File: src/rtl/tagm_pkg.sv
package tagm_pkg;

    localparam int ENTRY_W   = 32;
    localparam int TAG_FW    = 14;
    localparam int VALID_BIT = 15;

    typedef enum logic [2:0] {
        OP_INVAL  = 3'd0,
        OP_CLEAN  = 3'd1,
        OP_WBACK  = 3'd2,
        OP_LOCK   = 3'd3,
        OP_UNLOCK = 3'd4,
        OP_INVALL = 3'd5,
        OP_RSV6   = 3'd6,
        OP_RSV7   = 3'd7
    } maint_op_e;

    // bit 0 is the last member
    typedef struct packed {
        logic [7:0]        rsvd;
        logic              acc;
        logic [2:0]        attr;
        logic              lock;
        logic [2:0]        age;
        logic              valid;
        logic [TAG_FW-1:0] tag;
        logic              dirty;
    } tag_entry_t;

    typedef enum logic [3:0] {
        ST_IDLE,
        ST_CHECK,
        ST_READ,
        ST_MATCH,
        ST_WBWAIT,
        ST_WRITE,
        ST_STEP,
        ST_SWREAD,
        ST_SWWRITE,
        ST_DONE
    } eng_state_e;

endpackage

File: src/rtl/tagm_range.sv
module tagm_range #(
    parameter int ADDR_W = 32,
    parameter int CNT_W = 16,
    parameter int OFS_W = 4,
    parameter int SET_W = 7,
    parameter int WIN_W = 22,
    parameter int TAG_USED = 11,
    parameter logic [ADDR_W-1:0] WIN_BASE = 32'h3C00_0000,
    parameter int unsigned WIN_BYTES = 32'h0040_0000
) (
    input  logic [ADDR_W-1:0]         req_addr,
    input  logic [CNT_W-1:0]          req_lines,
    input  logic [ADDR_W-OFS_W-1:0]   line_idx,
    output logic                      range_ok,
    output logic                      line_ok,
    output logic [SET_W-1:0]          line_set,
    output logic [tagm_pkg::TAG_FW-1:0] line_tag
);
    localparam int CW = ADDR_W + CNT_W + 2;
    localparam int LW = ADDR_W - OFS_W;

    logic [CW-1:0] base_w, lim_w, start_w, span_w;
    logic [LW-1:0] ofs;

    always_comb begin
        base_w   = CW'(WIN_BASE);
        lim_w    = base_w + CW'(WIN_BYTES);
        start_w  = CW'(req_addr & ~ADDR_W'(2 ** OFS_W - 1));
        span_w   = CW'(req_lines) << OFS_W;
        range_ok = (req_lines != '0) && (start_w >= base_w)
                   && ((start_w + span_w) <= lim_w);
    end

    always_comb begin
        ofs      = line_idx - LW'(WIN_BASE >> OFS_W);
        line_ok  = ((ofs >> (WIN_W - OFS_W)) == '0);
        line_set = ofs[SET_W-1:0];
        line_tag = tagm_pkg::TAG_FW'(ofs[SET_W +: TAG_USED]);
    end

endmodule

File: src/rtl/tagm_way_match.sv
module tagm_way_match
    import tagm_pkg::*;
#(
    parameter int WAYS = 4,
    parameter int WAY_W = 2
) (
    input  logic [WAYS*ENTRY_W-1:0] set_data,
    input  logic [TAG_FW-1:0]       look_tag,
    output logic                    hit,
    output logic [WAY_W-1:0]        hit_way,
    output tag_entry_t              hit_entry
);
    tag_entry_t        ent [WAYS];
    logic [WAYS-1:0]   match;

    for (genvar w = 0; w < WAYS; w++) begin : g_way
        assign ent[w]   = tag_entry_t'(set_data[w*ENTRY_W +: ENTRY_W]);
        assign match[w] = ent[w].valid && (ent[w].tag == look_tag);
    end

    // lowest way wins
    always_comb begin
        hit_way = '0;
        for (int w = WAYS - 1; w >= 0; w--) begin
            if (match[w]) hit_way = WAY_W'(w);
        end
        hit       = |match;
        hit_entry = ent[hit_way];
    end

endmodule

File: src/rtl/tagm_entry_update.sv
module tagm_entry_update
    import tagm_pkg::*;
(
    input  maint_op_e  op,
    input  tag_entry_t cur,
    output tag_entry_t nxt
);
    always_comb begin
        nxt = cur;
        unique case (op)
            OP_INVAL:            nxt.valid = 1'b0;
            OP_CLEAN, OP_WBACK:  nxt.dirty = 1'b0;
            OP_LOCK:             nxt.lock  = 1'b1;
            OP_UNLOCK:           nxt.lock  = 1'b0;
            default:             nxt = cur;
        endcase
    end

endmodule

File: src/rtl/tagm_engine.sv
module tagm_engine
    import tagm_pkg::*;
#(
    parameter int ADDR_W = 32,
    parameter int CNT_W = 16,
    parameter int WAYS = 4,
    parameter int LINE_BYTES = 16,
    parameter int CACHE_BYTES = 8192,
    parameter logic [ADDR_W-1:0] WIN_BASE = 32'h3C00_0000,
    parameter int unsigned WIN_BYTES = 32'h0040_0000,
    localparam int OFS_W = $clog2(LINE_BYTES),
    localparam int SETS = CACHE_BYTES / (WAYS * LINE_BYTES),
    localparam int SET_W = $clog2(SETS),
    localparam int WAY_W = $clog2(WAYS),
    localparam int DW = WAYS * ENTRY_W
) (
    input  logic              clk,
    input  logic              rst_n,
    input  logic              cmd_valid,
    input  logic [2:0]        cmd_op,
    input  logic [ADDR_W-1:0] cmd_addr,
    input  logic [CNT_W-1:0]  cmd_lines,
    output logic              cmd_busy,
    output logic              cmd_done,
    output logic              tr_rd_en,
    output logic [SET_W-1:0]  tr_rd_set,
    input  logic [DW-1:0]     tr_rd_data,
    output logic              tr_wr_en,
    output logic [SET_W-1:0]  tr_wr_set,
    output logic [WAYS-1:0]   tr_wr_mask,
    output logic [DW-1:0]     tr_wr_data,
    output logic              wb_req,
    output logic [ADDR_W-1:0] wb_addr,
    output logic [WAY_W-1:0]  wb_way,
    input  logic              wb_ack
);
    localparam int WIN_W    = $clog2(WIN_BYTES);
    localparam int LW       = ADDR_W - OFS_W;
    localparam int TAG_USED = WIN_W - OFS_W - SET_W;

    eng_state_e        state, state_d;
    maint_op_e         op_q;
    logic [ADDR_W-1:0] req_addr_q;
    logic [CNT_W-1:0]  left_q;
    logic [LW-1:0]     cur_line;
    logic [SET_W-1:0]  sw_set;
    logic [WAY_W-1:0]  hit_way_q;
    tag_entry_t        hit_ent_q;

    logic              range_ok, line_ok, hit;
    logic [SET_W-1:0]  line_set;
    logic [TAG_FW-1:0] line_tag;
    logic [WAY_W-1:0]  hit_way;
    tag_entry_t        hit_entry, nxt_entry;
    logic [ENTRY_W-1:0] nxt_bits;
    logic [DW-1:0]     sweep_data;

    tagm_range #(
        .ADDR_W(ADDR_W), .CNT_W(CNT_W), .OFS_W(OFS_W), .SET_W(SET_W),
        .WIN_W(WIN_W), .TAG_USED(TAG_USED),
        .WIN_BASE(WIN_BASE), .WIN_BYTES(WIN_BYTES)
    ) u_range (
        .req_addr (req_addr_q),
        .req_lines(left_q),
        .line_idx (cur_line),
        .range_ok (range_ok),
        .line_ok  (line_ok),
        .line_set (line_set),
        .line_tag (line_tag)
    );

    tagm_way_match #(.WAYS(WAYS), .WAY_W(WAY_W)) u_match (
        .set_data (tr_rd_data),
        .look_tag (line_tag),
        .hit      (hit),
        .hit_way  (hit_way),
        .hit_entry(hit_entry)
    );

    tagm_entry_update u_update (
        .op (op_q),
        .cur(hit_ent_q),
        .nxt(nxt_entry)
    );

    assign nxt_bits = nxt_entry;

    for (genvar w = 0; w < WAYS; w++) begin : g_sweep
        assign sweep_data[w*ENTRY_W +: ENTRY_W] =
            tr_rd_data[w*ENTRY_W +: ENTRY_W] & ~(ENTRY_W'(1) << VALID_BIT);
    end

    // state register
    always_ff @(posedge clk or negedge rst_n) begin
        if (!rst_n) state <= ST_IDLE;
        else        state <= state_d;
    end

    // next state
    always_comb begin
        state_d = state;
        unique case (state)
            ST_IDLE:    if (cmd_valid) state_d = ST_CHECK;
            ST_CHECK: begin
                if (op_q == OP_INVALL)
                    state_d = ST_SWREAD;
                else if (op_q == OP_RSV6 || op_q == OP_RSV7 || !range_ok)
                    state_d = ST_DONE;
                else
                    state_d = ST_READ;
            end
            ST_READ:    state_d = ST_MATCH;
            ST_MATCH: begin
                if (!hit || !line_ok)
                    state_d = ST_STEP;
                else if (op_q == OP_WBACK && hit_entry.dirty)
                    state_d = ST_WBWAIT;
                else
                    state_d = ST_WRITE;
            end
            ST_WBWAIT:  if (wb_ack) state_d = ST_WRITE;
            ST_WRITE:   state_d = ST_STEP;
            ST_STEP:    state_d = (left_q == CNT_W'(1)) ? ST_DONE : ST_READ;
            ST_SWREAD:  state_d = ST_SWWRITE;
            ST_SWWRITE: state_d = (sw_set == SET_W'(SETS - 1)) ? ST_DONE : ST_SWREAD;
            ST_DONE:    state_d = ST_IDLE;
            default:    state_d = ST_IDLE;
        endcase
    end

    // command and walk registers
    always_ff @(posedge clk or negedge rst_n) begin
        if (!rst_n) begin
            op_q       <= OP_INVAL;
            req_addr_q <= '0;
            left_q     <= '0;
            cur_line   <= '0;
            sw_set     <= '0;
            hit_way_q  <= '0;
            hit_ent_q  <= '0;
        end else begin
            unique case (state)
                ST_IDLE: begin
                    if (cmd_valid) begin
                        op_q       <= maint_op_e'(cmd_op);
                        req_addr_q <= cmd_addr;
                        left_q     <= cmd_lines;
                        cur_line   <= cmd_addr[ADDR_W-1:OFS_W];
                        sw_set     <= '0;
                    end
                end
                ST_MATCH: begin
                    hit_way_q <= hit_way;
                    hit_ent_q <= hit_entry;
                end
                ST_STEP: begin
                    left_q   <= left_q - CNT_W'(1);
                    cur_line <= cur_line + LW'(1);
                end
                ST_SWWRITE: sw_set <= sw_set + SET_W'(1);
                default: ;
            endcase
        end
    end

    // outputs
    always_comb begin
        cmd_busy   = (state != ST_IDLE);
        cmd_done   = 1'b0;
        tr_rd_en   = 1'b0;
        tr_rd_set  = line_set;
        tr_wr_en   = 1'b0;
        tr_wr_set  = line_set;
        tr_wr_mask = '0;
        tr_wr_data = {WAYS{nxt_bits}};
        wb_req     = 1'b0;
        wb_addr    = {cur_line, {OFS_W{1'b0}}};
        wb_way     = hit_way_q;
        unique case (state)
            ST_READ:   tr_rd_en = 1'b1;
            ST_WBWAIT: wb_req = 1'b1;
            ST_WRITE: begin
                tr_wr_en   = 1'b1;
                tr_wr_mask = WAYS'(1) << hit_way_q;
            end
            ST_SWREAD: begin
                tr_rd_en  = 1'b1;
                tr_rd_set = sw_set;
            end
            ST_SWWRITE: begin
                tr_wr_en   = 1'b1;
                tr_wr_set  = sw_set;
                tr_wr_mask = '1;
                tr_wr_data = sweep_data;
            end
            ST_DONE:   cmd_done = 1'b1;
            default: ;
        endcase
    end

endmodule

File: config.mk
export PLATFORM = sky130hd
export DESIGN_NAME = tagm_engine
export DESIGN_NICKNAME = d
export VERILOG_FILES = /design/src/rtl/tagm_pkg.sv /design/src/rtl/tagm_range.sv /design/src/rtl/tagm_way_match.sv /design/src/rtl/tagm_entry_update.sv /design/src/rtl/tagm_engine.sv
export SDC_FILE = /design/constraint.sdc
export NUM_CORES = 1
export LEC_CHECK = 0
export BUFFER_PORTS_ARGS = -buffer_cell sky130_fd_sc_hd__buf_4
export CAP_MARGIN = 20
export CORE_AREA = 2 2 144 146
export CTS_BUF_LIST = sky130_fd_sc_hd__clkbuf_4 sky130_fd_sc_hd__clkbuf_8
export CTS_CLUSTER_SIZE = 24
export DETAILED_ROUTE_END_ITERATION = 6
export DIE_AREA = 0 0 146 148
export PLACE_DENSITY = 0.76
export SLEW_MARGIN = 10
export SYNTH_ARGS = -nofsm -noshare
export SYNTH_HDL_FRONTEND = slang
export SYNTH_SLANG_ARGS = --single-unit
File: constraint.sdc
create_clock -name clk -period 3.8 [get_ports clk]
set_input_delay 0 -clock clk [delete_from_list [all_inputs] [get_ports clk]]
set_output_delay 0 -clock clk [all_outputs]
set_load 0.02 [all_outputs]
==> results of run 1 <==
==> synthesized netlist by cell type, drive strengths merged (3+ instances only) <==
cell,n
nor3,16
a22o,3
xor2,17
ha,20
o22ai,9
nor2b,4
nor4b,3
a211oi,9
a21o,8
o31ai,4
nand3,29
o21bai,5
mux2,37
nand4,17
nand2,523
nand4b,3
o221ai,4
mux2i,32
a31o,4
o211a,6
and4,4
dfrtp,120
nor4,12
o211ai,14
a31oi,4
and3,17
a221o,4
o21ai,100
or2,3
nor2,59
a21oi,50
or3,10
and2,6
xnor2,40
buf,19
inv,18
or4,3
nand2b,7
clkbuf,71
o311ai,11
==> cell families (layout without fill, tap and decap cells) <==
family	after synthesis	in the layout	share of synthesized area
simple gates	724	724	0.319
compound gates	251	251	0.166
flops	120	120	0.312
buf+inv	108	539	0.0469
mux	69	69	0.0765
xor+xnor	57	57	0.0518
fa+ha+maj	21	21	0.0281
other cells	1	4	0.000389
==> path summary, 6_finish.rpt <==
check	slack, ns	endpoint	depth (start not counted)
setup / recovery	0.17	hit_ent_q[22]	9
max in group asynchronous	2.64	req_addr_q[12]	3
setup reg to reg	0.17	hit_ent_q[22]	9
hold / removal	0.02	hit_ent_q[11]	4
hold reg to reg	0.48	hit_ent_q[2]	2
min in group asynchronous	0.13	left_q[8]	2
==> timing repair <==
action,4_1_cts,5_1_grt
gates resized for setup,0,0
endpoints found under the hold margin,144,0
hold buffers,115,0
==> registers in the layout (all words and copies together), names as in the netlist <==
name,flops
hit_ent_q,32
cur_line,28
req_addr_q,28
left_q,16
sw_set,7
state,4
op_q,3
wb_way,2
==> layout make-up <==
class                           count  area [um^2]  area share
Clock buffer                       23          310      0.0221
Multi-Input combinational cell   1126         6220       0.444
Clock inverter                      7         68.8     0.00491
Tap cell                          270          338      0.0241
Sequential cell                   120         3000       0.214
Timing Repair Buffer              491         4010       0.286
Inverter                           18         67.6     0.00482
==> worst max-delay path, cell delays in order (launching register included) <==
cell	delay [ns]
dfrtp_1	0.55
xor2_1	0.25
nor4_1	0.35
nand3_1	0.24
a211oi_4	0.66
buf_12	0.31
mux2_2	0.36
dlygate4sd3_1	0.57
o21ai_1	0.12
o21ai_0	0.08
==> where the power goes <==
group,leakage [nW],internal (mW),switching [mW]
Clock,0.193,0.602,0.525
Combinational,5.14,3.07,4.63
Sequential,1.48,1.86,0.826
Total,6.82,5.54,5.98
==> routing by layer <==
layer  GRT usage  wire length (um)  vias to the layer above  part of all wire
met2       0.584             18800                      595              0.48
li1            -                 -                     5453                 -
met3      0.0833              3460                       88             0.089
met5           0                13                        -           0.00033
met4       0.110              1150                        2             0.030
met1       0.464             15600                     5532              0.40
==> impl_metrics.yaml, run 1 <==
setup_path:
  required_ns: 4.12
  cp-startpoint: "cur_line[7]"
  crit_type: "reg -> reg"
  cp-end-kind: "flip-flop"
  start_kind: "flip-flop"
  worstPathArrival_ns: 3.94
  r2r_start: "cur_line[7]"
  critPathMaxFanout: 31
layout:
  mostFrequentLayoutCell: "nand2_1"
  layout-drive-gt1-share: 0.259
  final_nets: 1978
  fillCellCount: 1642
  area_growth_pct: 45.6
  layout.cells.non_filler: 2055
  insertedDiodeCount: 0
  fin_util: 0.699
  stdcell_area_um2: 14000
  final_cell_mix: "nand2_1, buf_4, dfrtp_1"
clocking:
  cts.clk_slew.worst_paths_ns: 0.08
  cts_made_buffers: 17
  clockBufferDepth: 2
  tritoncts: "built"
  root_buffer: "clkbuf_8"
  post_cts_buffers: 0
  clkLatencyLatePin_ns: 0.44
  clock-sinks: 120
  cts.htree.levels: 4
synth:
  synth_area_leaders: "dfrtp_1, nand2_1, o21ai_0"
  avgSynthCellArea_um2: 7.13
  seq_area_frac_synth: 0.312
  synth_cell_types: 69
  synth_edf_count: 0
  synth_top_flop_cell: "dfrtp_1"
  async_flop_share: 1.00
  synth_warnings: 0
  synth-seq-cells: 120
  post-synth-top-area-cell: "dfrtp_1"
  syn-instance-count: 1351
  synth_area_um2: 9630
  synth_top_area_frac: 0.312
placed_design:
  gp_congestion: 0.943
  place_ws_ns: 0.514
  placed_cell_area_um2: 12500
  place_inst: 1910
  io_buffers: 359
  dpl.hpwl_um: 28900
sta:
  finalClockSkew_ns: 0.0140
  finalCritPeriodShare: 0.954
  slew_viol_final: 0
  setup_viol: 0
  rsz0062_at_grt: "no"
  maxSlewHeadroom: 0.371
  max_freq_mhz: 276
  fin_hold_ws_ns: 0.0200
  setup_tns_ns: 0
  finalCriticalPeriod_ns: 3.63
  setup_ws_ns: 0.174
  final-hold-violation-count: 0
  worstMarginPinSlew_ns: 0.942
detailed_routing:
  drc: 0
  first_pass_iters: 6
  antenna_left: 0
  drt-initial-drc-count: 933
  via_count: 11700
  viasPerCell: 5.68
  wl_per_cell_um: 19.0
  wirelength_um: 39000
die:
  fp-row-count: 52
  die_w_um: 146
  dieHeight_um: 148
  dieArea_um2: 21600
  initial_core_util: 0.481
  core-area_um2: 20000
  io_pins: 368
pwr:
  p_leak_nw: 6.82
  total_power_mw: 11.5
  ir_drop_uv: 569
  p_per_area_nw_per_um2: 822
global_route:
  grt_first_pass_wirelength_um: 60900
  antenna_found_initial: 1
  overflow: 0
  grt_pass1_vias: 11200
  grt_max_degree: 111
  grt_usage: 0.354
status:
  status: "complete, no violations"
flow_run:
  maxCapViolCount: 0
worst_hold_path:
  hp-start: "tr_rd_data[75]"
  hp-class: "in -> reg"
(Power assumes the default switching activity.)
==> inputs of run 2 (changes only) <==
--- a/config.mk
+++ b/config.mk
@@ -8,3 +8,3 @@
 export BUFFER_PORTS_ARGS = -buffer_cell sky130_fd_sc_hd__buf_4
-export CAP_MARGIN = 20
+export CAP_MARGIN = 30
 export CORE_AREA = 2 2 144 146
--- a/constraint.sdc
+++ b/constraint.sdc
@@ -3,2 +3,2 @@
 set_output_delay 0 -clock clk [all_outputs]
-set_load 0.02 [all_outputs]
+set_load 0.01 [all_outputs]
==> impl_metrics.yaml, run 2 (synthesis results as in run 1) <==
status:
  status: "complete, no violations"
setup_path:
  critPathMaxFanout: 31
  worstPathArrival_ns: 3.94
  crit_type: "reg -> reg"
  cp-end-kind: "flip-flop"
  required_ns: 4.13
  r2r_cells: 9
  start_kind: "flip-flop"
die:
  io_pins: 368
  dieHeight_um: 148
  dieArea_um2: 21600
  fp-row-count: 52
  core-area_um2: 20000
  die_w_um: 146
  initial_core_util: 0.481
layout:
  largest_reg_flops: 32
  layout-drive-gt1-share: 0.258
  insertedDiodeCount: 0
  area_growth_pct: 47.3
  reg.largest.list: "hit_ent_q x32, cur_line x28, req_addr_q x28"
  final_nets: 1987
  fillCellCount: 1608
  top_register: "hit_ent_q"
  mostFrequentLayoutCell: "nand2_1"
  fin_util: 0.708
  final_cell_mix: "nand2_1, buf_4, dlygate4sd3_1"
flow_run:
  maxCapViolCount: 0
sta:
  slew_viol_final: 0
  maxSlewHeadroom: 0.378
  finalCriticalPeriod_ns: 3.62
  finalCritPeriodShare: 0.952
  rsz0062_at_grt: "no"
  setup_viol: 0
  worstMarginPinSlew_ns: 0.929
  max_freq_mhz: 276
  final-hold-violation-count: 0
  setup_tns_ns: 0
  fin_hold_ws_ns: 0.0153
  finalClockSkew_ns: 0.0148
clocking:
  clkLatencyLatePin_ns: 0.45
  tritoncts: "built"
  clockBufferDepth: 2
  clock-sinks: 120
  cts.htree.levels: 4
  root_buffer: "clkbuf_8"
  cts_made_buffers: 17
  cts.clk_slew.worst_paths_ns: 0.08
global_route:
  antenna_found_initial: 1
  grt_pass1_vias: 11400
  grt_usage: 0.356
  overflow: 0
  grt_max_degree: 111
  grt_first_pass_wirelength_um: 61300
detailed_routing:
  drt-initial-drc-count: 1006
  wl_per_cell_um: 19.0
  via_count: 11900
  drc: 0
  first_pass_iters: 5
  viasPerCell: 5.74
  wirelength_um: 39300
  antenna_left: 0
placed_design:
  io_buffers: 359
  gp_congestion: 0.943
  dpl.hpwl_um: 28900
pwr:
  p_per_area_nw_per_um2: 765
  ir_drop_uv: 376
  p_leak_nw: 6.89
worst_hold_path:
  hold_depth: 4
  hp-class: "in -> reg"
==> run 2: cell count changes in the layout (fill, tap and decap cells not counted) <==
cell           previous run  this run
dlygate4sd3_1           115       124
clkbuf_8                 22        21
inv_6                     0         1
clkbuf_4                  1         0
bufinv_16                 1         4
==> run 2: path summary, 6_finish.rpt <==
| check | end | slack, ns | from |
|---|---|---|---|
| setup / recovery | hit_ent_q[17] | 0.18 | cur_line[10] |
| hold / removal | hit_ent_q[1] | 0.02 | tr_rd_data[1] |
| setup reg to reg | hit_ent_q[17] | 0.18 | cur_line[10] |
| hold reg to reg | req_addr_q[31] | 0.48 | req_addr_q[31] |
| max in group asynchronous | req_addr_q[12] | 2.66 | rst_n |
| min in group asynchronous | left_q[12] | 0.14 | rst_n |
==> run 2: where the power goes <==
part / leakage (nW) / internal, mW / switching, mW
combinational: 5.18 / 3.05 / 3.79
clock: 0.228 / 0.785 / 0.548
sequential: 1.48 / 1.86 / 0.820
==> run 2: repair_timing <==
action | 4_1_cts | 5_1_grt
buffers inserted | 0 | 0
resized for setup | 0 | 0
hold buffers | 124 | 0
endpoints found under the hold margin | 147 | 0
==> run 2: final cells by class <==
class | count | area [um^2] | share of cell area
clock inverter | 11 | 168 | 0.0118
clock buffer | 21 | 289 | 0.0204
multi-input combinational | 1126 | 6220 | 0.438
sequential | 120 | 3000 | 0.212
tap | 270 | 338 | 0.0238
inverter | 18 | 67.6 | 0.00476
timing repair buffer | 500 | 4100 | 0.289
==> run 2: metrics by stage <==
stage	power, mW	setup slack [ns]	cells	instance area [um^2]
2_1_floorplan	6.27	0.806	1354	9640
5_1_grt	11.6	0.0429	2066	14200
4_1_cts	10.7	0.226	2066	14200
6_report	10.9	0.182	2066	14200
3_3_place_gp	9.14	0.612	1910	12500
3_5_place_dp	9.26	0.519	1910	12500
==> run 2: per-layer routing <==
| metal | up-vias | part of all wire | track usage |
|---|---|---|---|
| met5 | - | 0.00033 | 0 |
| met4 | 2 | 0.037 | 0.139 |
| met3 | 101 | 0.088 | 0.0685 |
| met2 | 654 | 0.47 | 0.584 |
| met1 | 5618 | 0.40 | 0.465 |
| li1 | 5479 | - | - |
==> run 2: critical path, stage by stage (launching register included) <==
cell and delay, ns:
dfrtp_1 0.53, xor2_1 0.23, nor4_1 0.38, nand3_1 0.23
a211oi_4 0.63, buf_12 0.31, mux2_2 0.36, dlygate4sd3_1 0.56
o21ai_0 0.17, o21ai_0 0.09
